--- config.mk ---
export PLATFORM = sky130hd
export DESIGN_NAME = warp_issue_sched
export DESIGN_NICKNAME = d
export VERILOG_FILES = /design/src/rtl/wis_pkg.sv /design/src/rtl/wis_scoreboard.sv /design/src/rtl/wis_rr_pick.sv /design/src/rtl/wis_lane_timer.sv /design/src/rtl/warp_issue_sched.sv
export SDC_FILE = /design/constraint.sdc
export NUM_CORES = 1
export LEC_CHECK = 0
export BUFFER_PORTS_ARGS = -buffer_cell sky130_fd_sc_hd__buf_2
export CAP_MARGIN = 20
export CORE_MARGIN = 5
export CORE_UTILIZATION = 50
export CTS_BUF_LIST = sky130_fd_sc_hd__clkbuf_8
export CTS_CLUSTER_SIZE = 25
export DETAILED_ROUTE_END_ITERATION = 10
export HOLD_SLACK_MARGIN = 0.08
export PLACE_DENSITY = 0.66
export SYNTH_ARGS = -nofsm -noshare
export SYNTH_HDL_FRONTEND = slang
export SYNTH_SLANG_ARGS = --single-unit
--- constraint.sdc ---
create_clock -name clk -period 8.7 [get_ports clk]
set_input_delay 2.61 -clock clk [delete_from_list [all_inputs] [get_ports clk]]
set_output_delay 2.61 -clock clk [all_outputs]
set_load 0.02 [all_outputs]
--- src/rtl/wis_pkg.sv ---
package wis_pkg;

   // Adds a step to an index and wraps it once into the range 0..modulus-1.
   function automatic int wrap_add(input int base, input int step, input int modulus);
      int s;
      s = base + step;
      if (s >= modulus) s = s - modulus;
      return s;
   endfunction

endpackage

--- src/rtl/wis_scoreboard.sv ---
module wis_scoreboard #(
   parameter int NUM_WARPS = 8,
   parameter int NUM_REGS  = 16
) (
   input  logic                              clk,
   input  logic                              rst_n,
   input  logic [NUM_WARPS-1:0]              inst_valid,
   input  logic [NUM_WARPS*$clog2(NUM_REGS)-1:0] src_a,
   input  logic [NUM_WARPS*$clog2(NUM_REGS)-1:0] src_b,
   input  logic                              set_en,
   input  logic [$clog2(NUM_WARPS)-1:0]      set_warp,
   input  logic [$clog2(NUM_REGS)-1:0]       set_reg,
   input  logic                              clr_en,
   input  logic [$clog2(NUM_WARPS)-1:0]      clr_warp,
   input  logic [$clog2(NUM_REGS)-1:0]       clr_reg,
   output logic [NUM_WARPS-1:0]              ready,
   output logic [NUM_WARPS*NUM_REGS-1:0]     pend_flat
);
   localparam int WW = $clog2(NUM_WARPS);
   localparam int RW = $clog2(NUM_REGS);

   for (genvar w = 0; w < NUM_WARPS; w++) begin : g_warp
      logic [NUM_REGS-1:0] pend;
      logic [RW-1:0]       sa, sb;

      assign sa = src_a[w*RW +: RW];
      assign sb = src_b[w*RW +: RW];

      // Clear first, set second: a same-edge issue keeps the bit pending.
      always_ff @(posedge clk or negedge rst_n) begin
         if (!rst_n) begin
            pend <= '0;
         end else begin
            if (clr_en && clr_warp == WW'(w)) pend[clr_reg] <= 1'b0;
            if (set_en && set_warp == WW'(w)) pend[set_reg] <= 1'b1;
         end
      end

      assign ready[w] = inst_valid[w] & ~pend[sa] & ~pend[sb];
      assign pend_flat[w*NUM_REGS +: NUM_REGS] = pend;
   end

   // an issue leaves its destination marked
   a_r4_set_marks: assert property (@(posedge clk) disable iff (!rst_n)
      set_en |=> pend_flat[$past(set_warp)*NUM_REGS + $past(set_reg)]);

   // a writeback clears its register unless the same edge re-marks it
   a_r5_wb_clears: assert property (@(posedge clk) disable iff (!rst_n)
      (clr_en && !(set_en && set_warp == clr_warp && set_reg == clr_reg))
      |=> !pend_flat[$past(clr_warp)*NUM_REGS + $past(clr_reg)]);

endmodule

--- src/rtl/wis_rr_pick.sv ---
module wis_rr_pick #(
   parameter int NUM_WARPS = 8
) (
   input  logic                         clk,
   input  logic                         rst_n,
   input  logic [NUM_WARPS-1:0]         req,
   input  logic                         adv,
   output logic                         grant_valid,
   output logic [$clog2(NUM_WARPS)-1:0] grant_idx
);
   localparam int WW = $clog2(NUM_WARPS);

   logic [WW-1:0] last_q;

   // Scan from farthest to nearest so the nearest ready warp after last_q wins.
   always_comb begin
      grant_valid = 1'b0;
      grant_idx   = '0;
      for (int k = NUM_WARPS; k >= 1; k--) begin
         int cand;
         cand = wis_pkg::wrap_add(int'(last_q), k, NUM_WARPS);
         if (req[WW'(cand)]) begin
            grant_valid = 1'b1;
            grant_idx   = WW'(cand);
         end
      end
   end

   always_ff @(posedge clk or negedge rst_n) begin
      if (!rst_n)   last_q <= WW'(NUM_WARPS - 1);
      else if (adv) last_q <= grant_idx;
   end

   // no issue, no movement of the start point
   a_r7_ptr_hold: assert property (@(posedge clk) disable iff (!rst_n)
      !adv |=> $stable(last_q));

   // with competition, the last issued warp is not picked again
   a_r3_skip_last: assert property (@(posedge clk) disable iff (!rst_n)
      (adv && $countones(req) > 1) |-> (grant_idx != last_q));

endmodule

--- src/rtl/wis_lane_timer.sv ---
module wis_lane_timer #(
   parameter int OCC = 4
) (
   input  logic clk,
   input  logic rst_n,
   input  logic start,
   output logic free
);
   if (OCC == 1) begin : g_single
      logic unused_timer;
      assign unused_timer = ^{clk, rst_n, start};
      assign free = 1'b1;
   end else begin : g_count
      localparam int CW = $clog2(OCC);
      logic [CW-1:0] cnt;

      always_ff @(posedge clk or negedge rst_n) begin
         if (!rst_n)           cnt <= '0;
         else if (start)       cnt <= CW'(OCC - 1);
         else if (cnt != '0)   cnt <= cnt - 1'b1;
      end

      assign free = (cnt == '0);
   end

endmodule

--- src/rtl/warp_issue_sched.sv ---
module warp_issue_sched #(
   parameter int NUM_WARPS    = 8,
   parameter int NUM_REGS     = 16,
   parameter int WARP_THREADS = 32,
   parameter int LANES        = 8,
   parameter int PC_W         = 16
) (
   input  logic                                  clk,
   input  logic                                  rst_n,
   input  logic [NUM_WARPS-1:0]                  inst_valid,
   input  logic [NUM_WARPS*$clog2(NUM_REGS)-1:0] inst_src_a,
   input  logic [NUM_WARPS*$clog2(NUM_REGS)-1:0] inst_src_b,
   input  logic [NUM_WARPS*$clog2(NUM_REGS)-1:0] inst_dst,
   input  logic                                  wb_valid,
   input  logic [$clog2(NUM_WARPS)-1:0]          wb_warp,
   input  logic [$clog2(NUM_REGS)-1:0]           wb_reg,
   output logic                                  issue_valid,
   output logic [$clog2(NUM_WARPS)-1:0]          issue_warp,
   output logic [PC_W-1:0]                       issue_pc
);
   localparam int WW  = $clog2(NUM_WARPS);
   localparam int RW  = $clog2(NUM_REGS);
   localparam int OCC = WARP_THREADS / LANES;
   localparam int GW  = $clog2(OCC + 1) + 1;

   if (NUM_WARPS < 2 || NUM_WARPS > 64) begin : g_bad_warps
      $error("NUM_WARPS must lie in 2..64");
   end
   if (NUM_REGS < 2) begin : g_bad_regs
      $error("NUM_REGS must be at least 2");
   end
   if (LANES < 1 || WARP_THREADS < LANES || (WARP_THREADS % LANES) != 0) begin : g_bad_lanes
      $error("WARP_THREADS must be a positive multiple of LANES");
   end

   logic [NUM_WARPS-1:0]          ready;
   logic [NUM_WARPS*NUM_REGS-1:0] pend_flat;
   logic                          grant_valid;
   logic [WW-1:0]                 grant_idx;
   logic                          lanes_free;
   logic                          fire;
   logic [RW-1:0]                 grant_dst;
   logic [RW-1:0]                 issue_dst_q;
   logic [PC_W-1:0]               pc_r [NUM_WARPS];

   assign grant_dst = inst_dst[grant_idx*RW +: RW];
   assign fire      = grant_valid & lanes_free;

   wis_scoreboard #(.NUM_WARPS(NUM_WARPS), .NUM_REGS(NUM_REGS)) u_sb (
      .clk       (clk),
      .rst_n     (rst_n),
      .inst_valid(inst_valid),
      .src_a     (inst_src_a),
      .src_b     (inst_src_b),
      .set_en    (fire),
      .set_warp  (grant_idx),
      .set_reg   (grant_dst),
      .clr_en    (wb_valid),
      .clr_warp  (wb_warp),
      .clr_reg   (wb_reg),
      .ready     (ready),
      .pend_flat (pend_flat)
   );

   wis_rr_pick #(.NUM_WARPS(NUM_WARPS)) u_pick (
      .clk        (clk),
      .rst_n      (rst_n),
      .req        (ready),
      .adv        (fire),
      .grant_valid(grant_valid),
      .grant_idx  (grant_idx)
   );

   wis_lane_timer #(.OCC(OCC)) u_timer (
      .clk  (clk),
      .rst_n(rst_n),
      .start(fire),
      .free (lanes_free)
   );

   for (genvar w = 0; w < NUM_WARPS; w++) begin : g_pc
      always_ff @(posedge clk or negedge rst_n) begin
         if (!rst_n)                            pc_r[w] <= '0;
         else if (fire && grant_idx == WW'(w))  pc_r[w] <= pc_r[w] + 1'b1;
      end
   end

   always_ff @(posedge clk or negedge rst_n) begin
      if (!rst_n) begin
         issue_valid <= 1'b0;
         issue_warp  <= '0;
         issue_pc    <= '0;
         issue_dst_q <= '0;
      end else if (fire) begin
         issue_valid <= 1'b1;
         issue_warp  <= grant_idx;
         issue_pc    <= pc_r[grant_idx];
         issue_dst_q <= grant_dst;
      end else begin
         issue_valid <= 1'b0;
         issue_warp  <= '0;
         issue_pc    <= '0;
         issue_dst_q <= '0;
      end
   end

   // Cycles since the previous visible issue, saturating at OCC (checker only).
   logic [GW-1:0] gap_q;
   always_ff @(posedge clk or negedge rst_n) begin
      if (!rst_n)                 gap_q <= GW'(OCC);
      else if (issue_valid)       gap_q <= GW'(1);
      else if (gap_q < GW'(OCC))  gap_q <= gap_q + 1'b1;
   end

   // lane occupancy spaces issues at least OCC cycles apart
   a_r6_issue_gap: assert property (@(posedge clk) disable iff (!rst_n)
      issue_valid |-> (gap_q >= GW'(OCC)));

   // the picker only grants a warp the scoreboard calls ready
   a_r2_grant_ready: assert property (@(posedge clk) disable iff (!rst_n)
      grant_valid |-> ready[grant_idx]);

   // the issued warp's destination is pending while the slot is shown
   a_r4_dst_marked: assert property (@(posedge clk) disable iff (!rst_n)
      issue_valid |-> pend_flat[issue_warp*NUM_REGS + issue_dst_q]);

endmodule

; Word-level counts from Yosys, hierarchy flattened
; Cells that the tools add are included.
[op_classes]
add_sub_neg = 25
magnitude_cmp = 37
eq_ne = 14
n_shift = 1
mux = 108
bitwise_logic = 51
n_reduce_logical = 23
[ops]
columns = operator, n
row1 = 16-bit 2-to-1 mux, 19
row2 = "16-bit by 1-bit adder with 16-bit output, second input constant", 8
row3 = 16-bit bitwise AND, 8
row4 = 16-bit bitwise OR, 8
row5 = "4-bit by 5-bit < comparator with 1-bit output, second input constant", 18
row6 = 1-bit binary-select mux with 4-bit select, 16
row7 = 3-bit 2-to-1 mux, 17
row8 = 16-bit binary-select mux with 3-bit select, 1
row9 = 1-bit 2-to-1 mux, 43
row10 = "3-bit by 5-bit < comparator with 1-bit output, second input constant", 8
row11 = "4-bit greater-or-equal comparator, second input constant", 8
row12 = 32-bit by 6-bit indexed part select with 4-bit output, 1
row13 = 1-bit binary-select mux with 3-bit select, 8
row14 = "3-bit == test, second input constant", 8
row15 = "3-bit by 1-bit subtractor with 3-bit output, second input constant", 8
row16 = 1-bit logical AND, 18
row17 = 1-bit bitwise AND, 17
row18 = "3-bit by 3-bit adder with 4-bit output, second input constant", 4
row19 = 1-bit NOT, 16
row20 = 16-bit NOT, 1
row21 = "3-bit by 2-bit == test with 1-bit output, second input constant", 4
row22 = "3-bit by 2-bit adder with 4-bit output, second input constant", 2
row23 = 1-bit demux with 4-bit select, 2
row24 = "4-bit by 1-bit greater-or-equal comparator with 1-bit output, second input constant", 2
row25 = 10 further kinds, 14
[word_totals]
register_bits = 281
input_bits = 114
output_inout_bits = 20
elab_cells = 280

; Longest topological paths before layout
; Gate-level depths: netlist of run 1.
[depth]
word_depth = 23
depth_mapped = 19
mapped_depth_nobuf = 15

; By module
; From an unflattened synthesis of run 1, not the netlist that was laid out.
[unflattened]
hier_cells = 1356
hier_area_um2 = 15635.0
[by_module_without_submodules]
columns = module, instances, cells_each, area_per_inst_um2, seq_area_each_um2
row1 = warp_issue_sched, 1, 612, 7512.2, 3703.6
row2 = wis_scoreboard, 1, 621, 6986.7, 3203.1
row3 = wis_rr_pick, 1, 114, 1038.5, 78.8
row4 = wis_lane_timer, 1, 9, 97.6, 50.0

; Worst setup path before layout of run 1
; OpenSTA, ideal clock, no wires.
[synth_path]
path_type = input -> register
start = input inst_src_a[18]
end = register issue_pc[12]
setup_time_ns = 0.121
t_arrival_ns = 6.812
required_time_ns = 8.579
path_slack_ns = 1.767
cell_stages = 16
path_buffers = 4
cell_sequence = clkbuf_1 > mux4_2 > a32oi_1 > nand4_1 > or2_2 > mux4_2 > o221a_2 > a311oi_1 > o31a_1 > buf_2 > buf_2 > buf_1 > mux2_2 > nand2_1 > o21ai_0 > a22o_1
[synth_via]
elab_chain_cells = 21
word_cells_on_any_way = 51
cone_classes = mux: 46 / bitwise: 5
[synth_rtl]
columns = element, line
row1 = start: declaration, warp_issue_sched.sv:11  ; input logic [NUM_WARPS*$clog2(NUM_REGS)-1:0] inst_src_a,
row2 = 1-bit binary-select mux with 4-bit select *, wis_scoreboard.sv:39  ; assign ready[w] = inst_valid[w] & ~pend[sa] & ~pend[sb];
row3 = 1-bit 2-to-1 mux (not written as such) *, wis_scoreboard.sv:39
row4 = 1-bit NOT *, wis_scoreboard.sv:39
row5 = 1-bit bitwise AND * (2 in series), wis_scoreboard.sv:39
row6 = 1-bit binary-select mux with 3-bit select, wis_rr_pick.sv:22  ; if (req[WW'(cand)]) begin
row7 = 1-bit 2-to-1 mux (not written as such) (2 in series), wis_rr_pick.sv:22
row8 = 3-bit 2-to-1 mux (8 in series), wis_rr_pick.sv:22
row9 = 3-bit NOT with 4-bit output (not written as such), warp_issue_sched.sv:97  ; issue_pc <= pc_r[grant_idx];
row10 = 16-bit binary-select mux with 3-bit select, warp_issue_sched.sv:97
row11 = 16-bit 2-to-1 mux (not written as such) (2 in series), warp_issue_sched.sv:97
row12 = 16-bit 2-to-1 mux *, warp_issue_sched.sv:94  ; end else if (fire) begin
row13 = end signal: assignment, warp_issue_sched.sv:97
row14 = end: declaration, warp_issue_sched.sv:19  ; output logic [PC_W-1:0] issue_pc
; Every way passes the cells marked *; elsewhere a longest branch is shown, timed or not. The select of a mux whose other input is x is not followed.
; A chain may end at the register's enable or synchronous reset.

; Final worst setup path of run 1
[layout_path]
start = input inst_src_a[18]
end = register u_sb.g_warp[3].pend[7]
[layout_via]
elab_chain_cells = 23
word_cells_on_any_way = 56
cone_classes = order compare: 2 / eq/ne: 1 / shift: 1 / mux: 45 / bitwise: 5 / reduce/logical: 2
[layout_rtl]
columns = element, line
row1 = 1-bit binary-select mux with 4-bit select *, wis_scoreboard.sv:39
row2 = 1-bit 2-to-1 mux (not written as such) *, wis_scoreboard.sv:39
row3 = 1-bit NOT *, wis_scoreboard.sv:39
row4 = 1-bit bitwise AND * (2 in series), wis_scoreboard.sv:39
row5 = 1-bit binary-select mux with 3-bit select, wis_rr_pick.sv:22
row6 = 1-bit 2-to-1 mux (not written as such) (2 in series), wis_rr_pick.sv:22
row7 = 3-bit 2-to-1 mux (8 in series), wis_rr_pick.sv:22
row8 = 32-bit by 6-bit indexed part select with 4-bit output, warp_issue_sched.sv:46  ; assign grant_dst = inst_dst[grant_idx*RW +: RW];
row9 = 4-bit by 5-bit < comparator with 1-bit output (not written as such) / 4-bit by 1-bit greater-or-equal comparator with 1-bit output (equally long branches), wis_scoreboard.sv:35  ; if (set_en && set_warp == WW'(w)) pend[set_reg] <= 1'b1;
row10 = 1-bit logical AND (not written as such), wis_scoreboard.sv:35
row11 = 1-bit 2-to-1 mux (not written as such), wis_scoreboard.sv:35
row12 = 1-bit demux with 4-bit select, n/a
row13 = 16-bit bitwise OR (no source line), n/a
row14 = 16-bit 2-to-1 mux *, wis_scoreboard.sv:35
row15 = end signal: assignment, wis_scoreboard.sv:32  ; pend <= '0;
row16 = end signal: indexed assignment, wis_scoreboard.sv:34  ; if (clr_en && clr_warp == WW'(w)) pend[clr_reg] <= 1'b0;
row17 = end signal: indexed assignment, wis_scoreboard.sv:35
row18 = end: declaration, wis_scoreboard.sv:23  ; logic [NUM_REGS-1:0] pend;
; Marks and branches as above.

==> results of run 1 <==
[routing by layer]
| layer | GRT usage (%) | routed length (um) | vias to the layer above |
|---|---|---|---|
| li1 | - | - | 6090 |
| met1 | 39.47 | 21410 | 6798 |
| met2 | 41.61 | 22070 | 715 |
| met3 | 6.445 | 4906 | 129 |
| met4 | 9.337 | 1899 | 4 |
| met5 | 0 | 15 | - |
[report_power, final]
group	total (uW)	switching, uW	internal (uW)
combinational	4340	2820	1530
sequential	1840	291	1550
clock	1200	540	655
[cell usage in the layout, fill, tap and decap left out, types with 6 or more instances in the layout]
cell / n
a211oi_1: 6
a21oi_1: 14
a22o_1: 8
and2_1: 14
and3_1: 29
buf_2: 132
buf_4: 16
clkbuf_8: 61
dfrtp_1: 278
ha_1: 11
inv_1: 33
mux2_2: 32
mux2i_1: 103
mux4_2: 69
nand2_1: 130
nand2b_1: 18
nand3_1: 87
nand3b_1: 7
nand4_1: 40
nor2_1: 74
nor2b_1: 18
nor3_1: 23
o211ai_1: 6
o21ai_0: 261
o221ai_1: 13
o31ai_1: 18
or2_2: 8
xnor2_1: 82
xor2_1: 42
[flip-flops by register name (all words and copies together), names as in the netlist]
signal / cells
issue_valid: 1
pc_r: 128
issue_warp: 3
u_pick.last_q: 3
u_sb.g_warp.pend: 128
u_timer.g_count.cnt: 2
issue_pc: 16
[synth_stat cells, types with 5 or more instances]
cell	number	area (um^2)
o31ai_1	18	135.1
nand4_1	40	250.2
ha_1	11	137.6
a211oi_1	6	45.04
mux2i_1	103	1031
nand3_1	88	440.4
and4_1	5	43.79
mux2_2	32	360.4
nor2_1	74	277.8
and2_1	14	87.58
a21oi_1	14	70.07
clkbuf_1	47	176.4
a22oi_1	5	37.54
and3_1	29	181.4
o221ai_1	13	113.9
nor2b_1	18	112.6
o211ai_1	6	45.04
inv_1	19	71.32
nand3b_1	7	52.55
nand2_1	130	488.0
or2_2	8	50.05
buf_2	17	85.08
nand2b_1	18	112.6
a22o_1	8	70.07
mux4_2	69	1554
xnor2_1	82	718.2
a21o_1	5	37.54
dfrtp_1	278	6957
a31oi_1	5	31.28
o21ai_0	261	1306
buf_1	8	30.03
nor3_1	23	115.1
xor2_1	42	367.9
[final cells by class]
cell class | count | share of cell area [%]
Multi-Input combinational cell | 1192 | 48.44
Sequential cell | 281 | 38.35
Clock buffer | 61 | 4.576
Timing Repair Buffer | 151 | 4.555
Tap cell | 442 | 3.014
Clock inverter | 20 | 0.6410
Inverter | 21 | 0.4296
[worst reg2reg max path, delay by kind of cell (launching register included)]
kind                     cells  cell delay (ps)
AND/OR/NAND/NOR              6             1560
adder cells (fa/ha/maj)      1              830
AO/OA/AOI/OAI                2              590
buffers and inverters        4             1360
XOR/XNOR                     1              170
multiplexers                 1              430
flip-flops                   1              950
[stage by stage]
step | cells | cell area, um^2 | power (uW) | hold slack (ps)
after detailed placement | 2087 | 17390 | 6105 | 460.7
after global placement | 2087 | 17390 | 6056 | 459.1
after CTS | 2168 | 18350 | 7310 | 470.2
after global routing | 2168 | 18350 | 7778 | 484.3
final | 2168 | 18350 | 7379 | 473.2
after floorplan | 1573 | 16330 | 4848 | 441.0
[logic make-up after synthesis]
| family | Yosys count |
|---|---|
| AND/OR/NAND/NOR | 472 |
| AO/OA/AOI/OAI | 377 |
| flip-flops | 281 |
| multiplexers | 208 |
| XOR/XNOR | 124 |
| buffers and inverters | 100 |
| adder cells (fa/ha/maj) | 11 |
[worst max path at each step]
stage                        start                           endpoint  slack (ps)  cells past startpoint
global route        inst_src_a[14]  u_sb.g_warp[2].pend[11]$_DFF_PN0_        1060                     14
finish              inst_src_a[18]   u_sb.g_warp[3].pend[7]$_DFF_PN0_        1340                     14
detailed placement  inst_src_a[18]   u_sb.g_warp[4].pend[9]$_DFF_PN0_         850                     13
floorplan           inst_src_a[18]             issue_pc[12]$_DFF_PN0_        1770                     16
global placement    inst_src_a[14]              pc_r[111]$_DFFE_PN0P_         980                     17
CTS                 inst_src_a[18]   u_sb.g_warp[3].pend[7]$_DFF_PN0_        1450                     14
==> results.cfg, run 1 <==
[flow_run]
max_cap_violations = 0

[synthesis]
synth_top_family_by_area = multiplexers
synthesis.area_mm2 = 0.01633
syn_area_per_cell_um2 = 10.38
yosysWarnings = 0
synthCells = 1573
async_reset_ff_share_pct = 100.0
synth_compound_area_share_pct = 13.62
synth_edf_count = 0
synth_adder_area_share_pct = 0.8428
synth_ff_type = dfrtp_1
muxShareOfSynthArea_pct = 18.54
yosysSeqAreaShare_pct = 43.08
synthXorXnorAreaFrac_pct = 6.650
ys_ff_latch = 281
synth.lib_cells_used.distinct = 75
syn-num-nets = 1698
yosys.area_share.simple_pct = 14.60

[setup_path]
max_stage_delay_ps = 700
crit_path_top_delay_cell = a32o_4
cp-start-kind = input port
critPathTopFamily = multiplexers
crit_chain = buf_2, mux4_2, a32oi_1, nand4_1, or2_2, mux4_2, mux2_2, o21ai_0, a32o_4, mux2i_1, mux2_2, and2_1, nand2_1, o21ai_0
rrSetupSlack_ps = 2730
r2r_cells = 15
critPathKind = in2reg
cp_data_arrival_time_ps = 7850
reg2reg_from = u_pick.last_q[0]$_DFFE_PN1P_
r2r_end = pc_r[111]$_DFFE_PN0P_
critical_path.endpoint_type = register
crit_buf_inv = 1
crit_fanout = 47
worstPathRequired_ps = 9190

[finish]
antenna_cells = 0
drive_above_1_share_pct = 20.22
seqCellArea_mm2 = 0.007036
utilization_pct = 56.68
area_delta_synth_final_pct = 12.35
multi_input_area_mm2 = 0.008887
nFillCells = 2899
nNetsFinal = 1819

[timing]
rsz0062_at_grt = false
setup_viol = 0
hold_viol = 0
fin_crit_sh_pct = 84.55
tns_ps = 0
clock.fmax_mhz = 135.9
setup_ws_ps = 1344
worstMarginPinSlew_ps = 954.4
skew_ps = 43.19
relSlewSlack_pct = 36.37
period_minus_slack_ps = 7356
drv_slew = 0

[place]
port_buffers = 133
dp_hpwl_um = 36370
gp_congestion = 0.9677
pre_cts_ws_ps = 852.4

[global_route]
grt_max_degree = 162
grt_pass1_vias = 13420
antenna_found_initial = 2
grt.total_usage_pct = 27.56
grt_pass1_wl_um = 78400
grt_overflow = 0

[hold_path]
hold_end = pc_r[15]$_DFFE_PN0P_
worst_hold_startpoint = pc_r[15]$_DFFE_PN0P_
hold_depth = 1
hold_class = reg2reg

[die]
io_pins = 134
die_x_um = 190.7
initial_core_util_pct = 50.45
die_h_um = 190.7
core-area_mm2 = 0.03237
die_area_mm2 = 0.03638
row_count = 66

[drt]
drtIter0Drc = 1584
via_per_inst = 6.336
antenna_left = 0
vias = 13740
wl_per_cell_um = 23.20
drc = 0
drt_pass1_iterations = 6
totalWireLength_um = 50290

[power_and_ir_drop]
p_per_area_mw_per_mm2 = 402.2
vdd_drop_max_mv = 0.4206
p_leak_uw = 0.008251

[cts]
cts_tree = built
cts-root-buf = clkbuf_8
cts_resized = 0
insertion_delay_ps = 580
h-tree-depth = 2
post_cts_buffers = 0
clkTransAtPathRegs_ps = 60
cts.sinks = 281
numCtsBuffers = 47
hold_buffers = 0
cts_max_path_buffers = 3

[outcome]
outcome = finished clean
Power figures use the tool's default switching activity.
==> run 2: changes to the inputs <==
ABC_AREA = 1   (was unset)
PLACE_DENSITY = 0.65   (was 0.66)
clock period = 7.17 ns   (was 8.7 ns; I/O delays follow)
==> run 2 against run 1 <==
  * Register-to-register slack lost 500 ps
  * Cell area grew 7.2%
  * Global-route usage up 0.89 points
  * Critical path depth increased by 9
  * Highest routed layer is now met4
==> results.cfg, run 2 <==
[setup_path]
worstPathRequired_ps = 7700
crit_cells = 23
cpMostUsedCell = nand2_1
crit_fanout = 24
max_stage_delay_ps = 620
cp_data_arrival_time_ps = 6340
crit_buf_inv = 4
crit_chain = buf_2, or2_1, nand3_1, nand3_1, nand3b_1, nand2_1, nor2_1, nand3_1, nand3_1, nand3_1, nand2_2, inv_2, nand2_1, nand2_1, nand2_1, nand2_1, nand3_2, nand2_2, inv_4, nor2_4, nand2_1, clkinv_1, o21ai_0
r2r_cells = 18
crit_path_top_delay_cell = clkinv_1
critPathTopFamily = simple AND/OR/NAND/NOR gates
critPathKind = in2reg
critical_path.endpoint_type = register
cp-start-kind = input port

[timing]
drv_slew = 0
relSlewSlack_pct = 37.93
setup_viol = 0
period_minus_slack_ps = 5817
fin_crit_sh_pct = 81.12
tns_ps = 0
setup_ws_ps = 1353
hold_viol = 0
clock.fmax_mhz = 171.9
skew_ps = 22.63
rsz0062_at_grt = false
worstMarginPinSlew_ps = 931.0

[synthesis]
yosysMostFrequentCell = nand2_1
synthesis.area_mm2 = 0.01781
ys_ff_latch = 281
yosysSeqAreaShare_pct = 39.50
yosysWarnings = 0
synth_top_area_cell = dfrtp_1
synth_ff_type = dfrtp_1
synth_top_area_share_pct = 39.06
synth.lib_cells_used.distinct = 42
synthTopCellsByCount = 699 x nand2_1, 354 x nand3_1, 305 x inv_1
synthTopCellsByArea = dfrtp_1 39%, nand2_1 15%, nand3_1 9.9%
syn_area_per_cell_um2 = 7.121
synthCells = 2501
syn-num-nets = 2626
async_reset_ff_share_pct = 100.0
synth_edf_count = 0

[cts]
cts_resized = 0
numCtsBuffers = 51
h-tree-depth = 2
insertion_delay_ps = 630
cts_max_path_buffers = 3
post_cts_buffers = 0
cts_tree = built
cts-root-buf = clkbuf_8
cts.sinks = 281
clkTransAtPathRegs_ps = 70
hold_buffers = 0

[die]
core-area_mm2 = 0.03540
row_count = 69
die_h_um = 198.7
die_x_um = 198.7
die_area_mm2 = 0.03950
io_pins = 134
initial_core_util_pct = 50.32

[flow_run]
max_cap_violations = 0

[place]
pre_cts_ws_ps = 838.4
dp_hpwl_um = 40450
port_buffers = 133
gp_congestion = 0.9676

[drt]
drtIter0Drc = 1554
totalWireLength_um = 57180
vias = 17500
via_per_inst = 5.642
wl_per_cell_um = 18.44
antenna_left = 0
drt_pass1_iterations = 6
drc = 0

[global_route]
grt_max_degree = 115
antenna_found_initial = 0
grt_overflow = 0
grt_pass1_vias = 16660
grt.total_usage_pct = 28.45
grt_pass1_wl_um = 89770

[finish]
area_delta_synth_final_pct = 10.39
antenna_cells = 0
nNetsFinal = 2728
mostFrequentLayoutCell = nand2_1
drive_above_1_share_pct = 11.06
final_cell_mix = 699 x nand2_1, 354 x nand3_1, 316 x inv_1, 278 x dfrtp_1, 204 x o21ai_0
top_regs = pc_r x128, u_sb.g_warp.pend x128, issue_pc x16

[hold_path]
hold_class = reg2reg
hold_depth = 1

[outcome]
outcome = finished clean
run 2: cell families after synthesis:
logic type | after synthesis | share of synthesized area [%]
buffers and inverters | 420 | 10.15
muxes | 2 | 0.1264
adders and majority gates | 11 | 0.7727
xor gates and xnor gates | 115 | 5.655
and+or+nand+nor | 1335 | 33.18
AOI/OAI and AO/OA | 337 | 10.61
DFF | 281 | 39.50
run 2: stage by stage:
stage / hold WS (ps) / instances / instance area [um^2] / utilization, %
floorplan: 441.6 / 2501 / 17810 / -
global placement: 456.4 / 3011 / 18600 / 52.54
detailed placement: 463.8 / 3011 / 18600 / 52.54
CTS: 474.0 / 3101 / 19660 / 55.55
global route: 497.9 / 3101 / 19660 / 55.55
finish: 470.7 / 3101 / 19660 / 55.55
run 2: per-layer routing:
metal	wire, um	track usage, %
met5	0	0
met4	2412	11.52
met2	26870	46.81
met3	3863	4.217
met1	24040	37.96
run 2: final cells by class:
class	instances	area (um^2)
fill	3526	15740
multi-input combinational	1800	8970
sequential	281	7036
inverter	320	1206
clock buffer	65	894.6
timing repair buffer	149	808.3
tap	461	576.8
clock inverter	25	170.2
run 2: path summary, 6_finish.rpt:
check,slack (ps),from,to
worst min register to register,470,pc_r[118]$_DFFE_PN0P_,pc_r[118]$_DFFE_PN0P_
worst max-delay path,1350,inst_src_a[0],pc_r[73]$_DFFE_PN0P_
max in group asynchronous,4230,rst_n,u_sb.g_warp[7].pend[2]$_DFF_PN0_
worst min-delay path,470,pc_r[118]$_DFFE_PN0P_,pc_r[118]$_DFFE_PN0P_
min in group asynchronous,1590,rst_n,u_sb.g_warp[1].pend[3]$_DFF_PN0_
worst max register to register,2230,u_pick.last_q[0]$_DFFE_PN1P_,pc_r[73]$_DFFE_PN0P_
Power of run 2 is left out: the tool's default activity adds up to more than one toggle a clock period on the data nets, which glitch-free logic cannot reach.
